===== src/rtl/ocu_pkg.sv =====
// Package: shared types for the output-compare channel.
// Assumes the action code is 2 bits wide.
package ocu_pkg;
    typedef enum logic [1:0] {
        ACT_NONE   = 2'b00,
        ACT_TOGGLE = 2'b01,
        ACT_CLEAR  = 2'b10,
        ACT_SET    = 2'b11
    } pin_act_e;
endpackage


===== src/rtl/ocu_event.sv =====
// Module: ocu_event
// Builds the event qualifiers for one channel: a genuine match (equal
// values while the timer advances) and a qualified force (strobe while in a
// non-PWM mode). Purely combinational; it assumes the inputs are synchronous.
module ocu_event #(
    parameter int CNT_W = 16
) (
    input  logic [CNT_W-1:0] count_i,
    input  logic [CNT_W-1:0] compare_i,
    input  logic             count_en_i,
    input  logic             non_pwm_i,
    input  logic             force_i,
    output logic             match_ev_o,
    output logic             force_ev_o,
    output logic             pin_ev_o
);
    // Qualify the comparator and the strobe, then merge them for the pin path.
    always_comb begin
        match_ev_o = count_en_i && (count_i == compare_i);
        force_ev_o = force_i && non_pwm_i;
        pin_ev_o   = match_ev_o || force_ev_o;
    end
endmodule


===== src/rtl/ocu_wave.sv =====
// Module: ocu_wave
// Holds the waveform pin register. It applies the action code once per
// event, so a merged match and force update the pin a single time. It assumes
// pin_ev_i is already qualified.
module ocu_wave
    import ocu_pkg::*;
(
    input  logic     clk,
    input  logic     rst_n,
    input  logic     pin_ev_i,
    input  pin_act_e act_i,
    output logic     wave_o
);
    logic wave_q;
    logic wave_d;

    // Choose the next pin level from the action code.
    always_comb begin
        wave_d = wave_q;
        if (pin_ev_i) begin
            case (act_i)
                ACT_NONE:   wave_d = wave_q;
                ACT_TOGGLE: wave_d = ~wave_q;
                ACT_CLEAR:  wave_d = 1'b0;
                ACT_SET:    wave_d = 1'b1;
                default:    wave_d = wave_q;
            endcase
        end
    end

    // Register the pin; reset drives it low.
    always_ff @(posedge clk) begin
        if (!rst_n) wave_q <= 1'b0;
        else        wave_q <= wave_d;
    end

    assign wave_o = wave_q;

    assert_none_holds_R3: assert property (@(posedge clk) disable iff (!rst_n)
        (pin_ev_i && act_i == ACT_NONE) |=> $stable(wave_o));
    assert_toggle_inverts_R4: assert property (@(posedge clk) disable iff (!rst_n)
        (pin_ev_i && act_i == ACT_TOGGLE) |=> (wave_o != $past(wave_o)));
    assert_set_high_R4: assert property (@(posedge clk) disable iff (!rst_n)
        (pin_ev_i && act_i == ACT_SET) |=> wave_o);
    assert_clear_low_R4: assert property (@(posedge clk) disable iff (!rst_n)
        (pin_ev_i && act_i == ACT_CLEAR) |=> !wave_o);
endmodule


===== src/rtl/ocu_flag.sv =====
// Module: ocu_flag
// Holds the sticky match flag and the one-cycle clear request. Only genuine
// matches reach this module, so a force can touch neither output.
module ocu_flag (
    input  logic clk,
    input  logic rst_n,
    input  logic match_ev_i,
    input  logic ctc_top_i,
    input  logic flag_clr_i,
    output logic match_flag_o,
    output logic clear_req_o
);
    logic flag_q;
    logic clr_req_q;

    // Set the flag on a match; a clear only takes effect without a match.
    always_ff @(posedge clk) begin
        if (!rst_n)          flag_q <= 1'b0;
        else if (match_ev_i) flag_q <= 1'b1;
        else if (flag_clr_i) flag_q <= 1'b0;
    end

    // Pulse the clear request on a match in clear-on-compare mode.
    always_ff @(posedge clk) begin
        if (!rst_n) clr_req_q <= 1'b0;
        else        clr_req_q <= match_ev_i && ctc_top_i;
    end

    assign match_flag_o = flag_q;
    assign clear_req_o  = clr_req_q;

    assert_match_sets_flag_R2: assert property (@(posedge clk) disable iff (!rst_n)
        match_ev_i |=> match_flag_o);
    assert_flag_sticky_R11: assert property (@(posedge clk) disable iff (!rst_n)
        (match_flag_o && !flag_clr_i) |=> match_flag_o);
    assert_no_req_without_match_R9: assert property (@(posedge clk) disable iff (!rst_n)
        !match_ev_i |=> !clear_req_o);
endmodule


===== src/rtl/ocu_channel.sv =====
// Module: ocu_channel (top)
// One output-compare channel: it detects events, drives the waveform pin and
// keeps the interrupt flag and the timer clear request. It assumes a
// synchronous active-low reset and inputs that are stable around the clock edge.
module ocu_channel
    import ocu_pkg::*;
#(
    parameter int CNT_W = 16
) (
    input  logic             clk,
    input  logic             rst_n,
    input  logic [CNT_W-1:0] count_i,
    input  logic [CNT_W-1:0] compare_i,
    input  logic             count_en_i,
    input  logic [1:0]       com_mode_i,
    input  logic             non_pwm_i,
    input  logic             ctc_top_i,
    input  logic             force_i,
    input  logic             flag_clr_i,
    output logic             wave_o,
    output logic             match_flag_o,
    output logic             clear_req_o
);
    logic     match_ev;
    logic     force_ev;
    logic     pin_ev;
    pin_act_e act;

    // Map the raw action code onto the shared enum.
    always_comb act = pin_act_e'(com_mode_i);

    ocu_event #(.CNT_W(CNT_W)) u_event (
        .count_i    (count_i),
        .compare_i  (compare_i),
        .count_en_i (count_en_i),
        .non_pwm_i  (non_pwm_i),
        .force_i    (force_i),
        .match_ev_o (match_ev),
        .force_ev_o (force_ev),
        .pin_ev_o   (pin_ev)
    );

    ocu_wave u_wave (
        .clk      (clk),
        .rst_n    (rst_n),
        .pin_ev_i (pin_ev),
        .act_i    (act),
        .wave_o   (wave_o)
    );

    ocu_flag u_flag (
        .clk          (clk),
        .rst_n        (rst_n),
        .match_ev_i   (match_ev),
        .ctc_top_i    (ctc_top_i),
        .flag_clr_i   (flag_clr_i),
        .match_flag_o (match_flag_o),
        .clear_req_o  (clear_req_o)
    );

    assert_reset_state_R1: assert property (@(posedge clk)
        !rst_n |=> (!wave_o && !match_flag_o && !clear_req_o));
    assert_pwm_force_ignored_R6: assert property (@(posedge clk) disable iff (!rst_n)
        (force_i && !non_pwm_i && !(count_en_i && count_i == compare_i)) |=> $stable(wave_o));
    assert_force_no_flag_R7: assert property (@(posedge clk) disable iff (!rst_n)
        (force_ev && !match_ev && !match_flag_o) |=> !match_flag_o);
    assert_force_no_clear_R8: assert property (@(posedge clk) disable iff (!rst_n)
        (force_ev && !match_ev) |=> !clear_req_o);
endmodule


===== config.mk =====
export PLATFORM = sky130hd
export DESIGN_NAME = ocu_channel
export DESIGN_NICKNAME = d
export VERILOG_FILES = /design/src/rtl/ocu_pkg.sv /design/src/rtl/ocu_event.sv /design/src/rtl/ocu_wave.sv /design/src/rtl/ocu_flag.sv /design/src/rtl/ocu_channel.sv
export SDC_FILE = /design/constraint.sdc
export NUM_CORES = 1
export LEC_CHECK = 0
export BUFFER_PORTS_ARGS = -buffer_cell sky130_fd_sc_hd__buf_2
export CAP_MARGIN = 20
export CORE_AREA = 2 2 39 41
export CTS_BUF_LIST = sky130_fd_sc_hd__clkbuf_8
export CTS_CLUSTER_DIAMETER = 50
export DETAILED_ROUTE_END_ITERATION = 10
export DIE_AREA = 0 0 41 43
export PLACE_DENSITY = 0.65
export SLEW_MARGIN = 5
export SYNTH_ARGS = -nofsm -noshare
export SYNTH_HDL_FRONTEND = slang
export SYNTH_SLANG_ARGS = --single-unit

===== constraint.sdc =====
create_clock -name clk -period 2.7 [get_ports clk]
set_clock_uncertainty 0.05 [all_clocks]
set_input_delay 0.135 -clock clk [delete_from_list [all_inputs] [get_ports clk]]
set_output_delay 0.135 -clock clk [all_outputs]
set_load 0.1 [all_outputs]

; Yosys cells after proc, flatten, opt, wreduce, memory -nomap -nowiden
; Cells that the tools add are included.
[op_classes]
eq_ne = 4
mux = 3
bitwise_logic = 2
n_reduce_logical = 7
[op_table]
columns = op, count
row1 = $eq 16x16->1, 1
row2 = $eq 2x2->1 const B, 2
row3 = $logic_and 1x1->1, 3
row4 = $pmux 1 s3, 1
row5 = $eq 2x1->1 const B, 1
row6 = $logic_not 2->1, 1
row7 = $mux 1, 2
row8 = $not 1->1, 2
row9 = $reduce_and 2->1, 1
row10 = $reduce_bool 2->1, 1
row11 = $logic_or 1x1->1, 1
[word_totals]
reg_bits = 3
inputBits = 41
out_inout_bits = 3
wordCells = 19

; Depth between registers and ports, before layout
[depth]
ltp_word = 4
mapped_depth = 5
ltp_nobuf = 5

; Hierarchy
; A second synthesis with hierarchy kept.
[unflattened]
hier_cells = 38
area_unflattened_um2 = 324.1
[by_module_without_submodules]
columns = mod, n_inst, cells_per_inst, area_per_inst_um2
row1 = ocu_event, 1, 27, 205.2
row2 = ocu_flag, 1, 5, 67.6
row3 = ocu_wave, 1, 6, 51.3

; Worst setup path after synthesis
; Ideal clock, no wire load.
[synth_timing]
path_type = flip-flop to flip-flop
from = register u_wave.wave_q (netlist: u_wave.wave_o)
to = register u_wave.wave_q (netlist: u_wave.wave_o)
arrival_ns = 1.542
required_ns = 2.520
path_slack_ns = 0.978
stages_incl_launch_ff = 6
n_path_buf = 0
period_less_slack_ns = 1.722
path_cell_list = dfxtp_1 nor2b_1 mux2_2 a31oi_1 nand2_1 mux2i_1
[synth_via]
elab_chain_len = 2
[synth_rtl]
columns = item, line
row1 = from (decl), ocu_wave.sv:14  ; logic wave_q;
row2 = from (signal assigned), ocu_wave.sv:34  ; else wave_q <= wave_d;
row3 = $not 1->1, ocu_wave.sv:23  ; ACT_TOGGLE: wave_d = ~wave_q;
row4 = $pmux 1 s3, ocu_wave.sv:21  ; case (act_i)
; Every way passes these cells.
; A chain may end at the register's enable or synchronous reset.

; Worst setup path in the final report
; Same ends and word-level chain as after synthesis.

==> results.yml <==
global_route:
  grt_max_degree: 5
  grt-ovfl-total: 0
  first_global_vias: 386
  grt_pass1_wl_um: 1300
  grt.total_usage_pct: 11.0
  antenna_found_initial: 0
finish:
  fin_cells: 99
  areaGrowthSynthToFinish_pct: 88.2
  drive_above_1_share_pct: 57.8
  antenna_cells: 0
  fillers: 144
  nNetsFinal: 125
power:
  p_int_w: 0.000182
  seq_power_share_pct: 19.0
  netSwitchingFraction_pct: 25.0
  switching_power_w: 0.0000604
  leakagePower_nw: 0.302
  combPwrFrac_pct: 28.2
  power_density_mw_per_mm2: 405
  ir_worst_vdd_mv: 0.113
  clkPwrFrac_pct: 52.8
sta:
  hold_violations: 0
  fin_setup_tns_ps: 0
  setup_viol: 0
  period_needed_ps: 1190
  worstMarginPinSlew_ps: 484
  rsz0062_at_grt: "no"
  max_slew_margin_pct: 67.9
  post-route-period-util_pct: 44.0
  max_freq_mhz: 842
  drv_slew: 0
die:
  start_util_pct: 23.0
  die_y_um: 43
  die-area_mm2: 0.00176
  die_w_um: 41
  pin_count: 44
  coreArea_mm2: 0.00138
  row_count: 14
min_path:
  hold-path-endpoint: "u_flag.clear_req_o$_SDFF_PN0_"
  hold_path.class: "in -> reg"
  worstHoldStart: "ctc_top_i"
  holdPathStages: 2
cts:
  htree_num_levels: 1
  cts_max_path_buffers: 2
  ctsHoldBuffers: 0
  path_clk_slew_ps: 30
  post_cts_buffers: 0
  cts.sinks: 3
  root_buffer: "clkbuf_8"
  cts_tree: "built"
  cts-resized-gates: 0
  worstSkewPairLatency_ps: 210
  cts_made_buffers: 3
critical_path:
  criticalPathCategory: "reg -> reg"
  cp.required_ps: 2800
  crit_path_start_kind: "register"
  regToRegSetupSlack_ps: 1510
  crit_fanout: 3
  r2r_end: "u_wave.wave_o$_SDFFE_PN0P_"
  end_kind: "register"
  rr_startpoint: "u_wave.wave_o$_SDFFE_PN0P_"
  reg2reg_depth: 5
  cp.arrival_ps: 1280
run_status:
  status: "finished clean"
routing:
  wl_um: 877
  firstDrtPassIters: 2
  antenna_left: 0
  drc_errors: 0
  via_count: 410
  drt_iter0_drc: 2
  viasPerCell: 4.14
  wire_per_inst_um: 8.86
synthesis:
  ys_seq_elements: 3
  syn_inst: 36
  yosysSeqAreaShare_pct: 18.9
  synthesis.area_um2: 318
  synth_warnings: 0
  yosysUniqueCellTypes: 13
  synth_nets: 77
  syn_avg_cell_area_um2: 8.83
job:
  cap_viol_max_count: 0
placed_design:
  place_inst: 95
  hpwl_um: 764
  gp_congestion: 0.586
  numPortBuffers: 43
-- synthesized netlist by cell type --
master   count  area, um^2
nor2b_1      2        12.5
xor2_1       5        43.8
mux2i_1      1        10.0
nand2_1      3        11.3
a31oi_1      2        12.5
o21a_1       1        7.51
mux2_2       1        11.3
nor4_2       1        12.5
nand4_1      3        18.8
and3_1       1        6.26
xnor2_1     12         105
nor4_1       1        6.26
dfxtp_1      3        60.1
-- state kept, by name, summed over array words and instances (netlist names) --
name	count
u_wave.wave_o	1
u_flag.match_flag_o	1
u_flag.clear_req_o	1
-- power by group through the flow --
stage | clock [W] | combinational, W | sequential [W]
finish | 0.000128 | 0.0000682 | 0.0000460
global route | 0.000133 | 0.0000748 | 0.0000461
CTS | 0.000131 | 0.0000691 | 0.0000460
detailed placement | 0 | 0.0000687 | 0.0000465
global placement | 0 | 0.0000673 | 0.0000466
floorplan | 0 | 0.0000266 | 0.0000520
-- cells by family after synthesis --
family,after synthesis,share of synthesized area (%)
muxes,2,6.69
xor gates and xnor gates,17,46.8
AOI/OAI and AO/OA,3,6.30
and+or+nand+nor,11,21.3
DFF,3,18.9
-- worst max-delay path by stage --
stage	start	endpoint	slack (ps)	cells past startpoint
finish	u_wave.wave_o$_SDFFE_PN0P_	u_wave.wave_o$_SDFFE_PN0P_	1510	5
global route	u_wave.wave_o$_SDFFE_PN0P_	u_wave.wave_o$_SDFFE_PN0P_	1440	5
CTS	u_wave.wave_o$_SDFFE_PN0P_	u_wave.wave_o$_SDFFE_PN0P_	1500	5
detailed placement	compare_i[2]	u_wave.wave_o$_SDFFE_PN0P_	1300	6
global placement	compare_i[2]	u_wave.wave_o$_SDFFE_PN0P_	1330	6
floorplan	u_wave.wave_o$_SDFFE_PN0P_	u_wave.wave_o$_SDFFE_PN0P_	980	5
-- critical path, cell delays in order (launching register included) --
cell	delay [ps]
dfxtp_1	320
nor2b_1	150
mux2_2	260
a31oi_1	170
nand2_1	70
mux2i_1	110
-- per-stage QoR --
step           worst slack (ps)  total power [W]  hold slack (ps)  util (%)  area (um^2)
2_1_floorplan               978        0.0000786              203         -          318
3_3_place_gp               1330         0.000114              325      40.0          553
3_5_place_dp               1300         0.000115              323      40.0          553
4_1_cts                    1500         0.000246             98.5      43.2          598
5_1_grt                    1440         0.000254              102      43.2          598
6_report                   1510         0.000242              101      43.2          598
-- metal layers --
layer  part of all wire [%]  GRT usage [%]  vias to the layer above
met5                      0              0                        -
met4                      0           8.00                        0
met3                     11           1.57                        0
met2                     53           20.3                       23
met1                     36           9.58                      168
li1                       -              -                      219
-- placed cells by master (no fill, tap or decap) --
cell type	synthesis	routed
buf_2	0	43
xnor2_1	12	12
xor2_1	5	5
nand2_1	3	3
nand4_1	3	3
clkbuf_8	0	3
dfxtp_1	3	3
nor2b_1	2	2
a31oi_1	2	2
nor4_1	1	1
nor4_2	1	1
o21a_1	1	1
and3_1	1	1
mux2_2	1	1
mux2i_1	1	1
inv_1	0	1
-- cell type report --
type | count | area [um^2] | share of cell area [%]
Clock buffer | 3 | 41.3 | 6.90
Clock inverter | 1 | 3.75 | 0.628
Timing Repair Buffer | 43 | 215 | 36.0
Multi-Input combinational cell | 33 | 258 | 43.1
Sequential cell | 3 | 60.1 | 10.0
Tap cell | 16 | 20.0 | 3.35
Note: power is estimated with default switching activity, not from simulation.
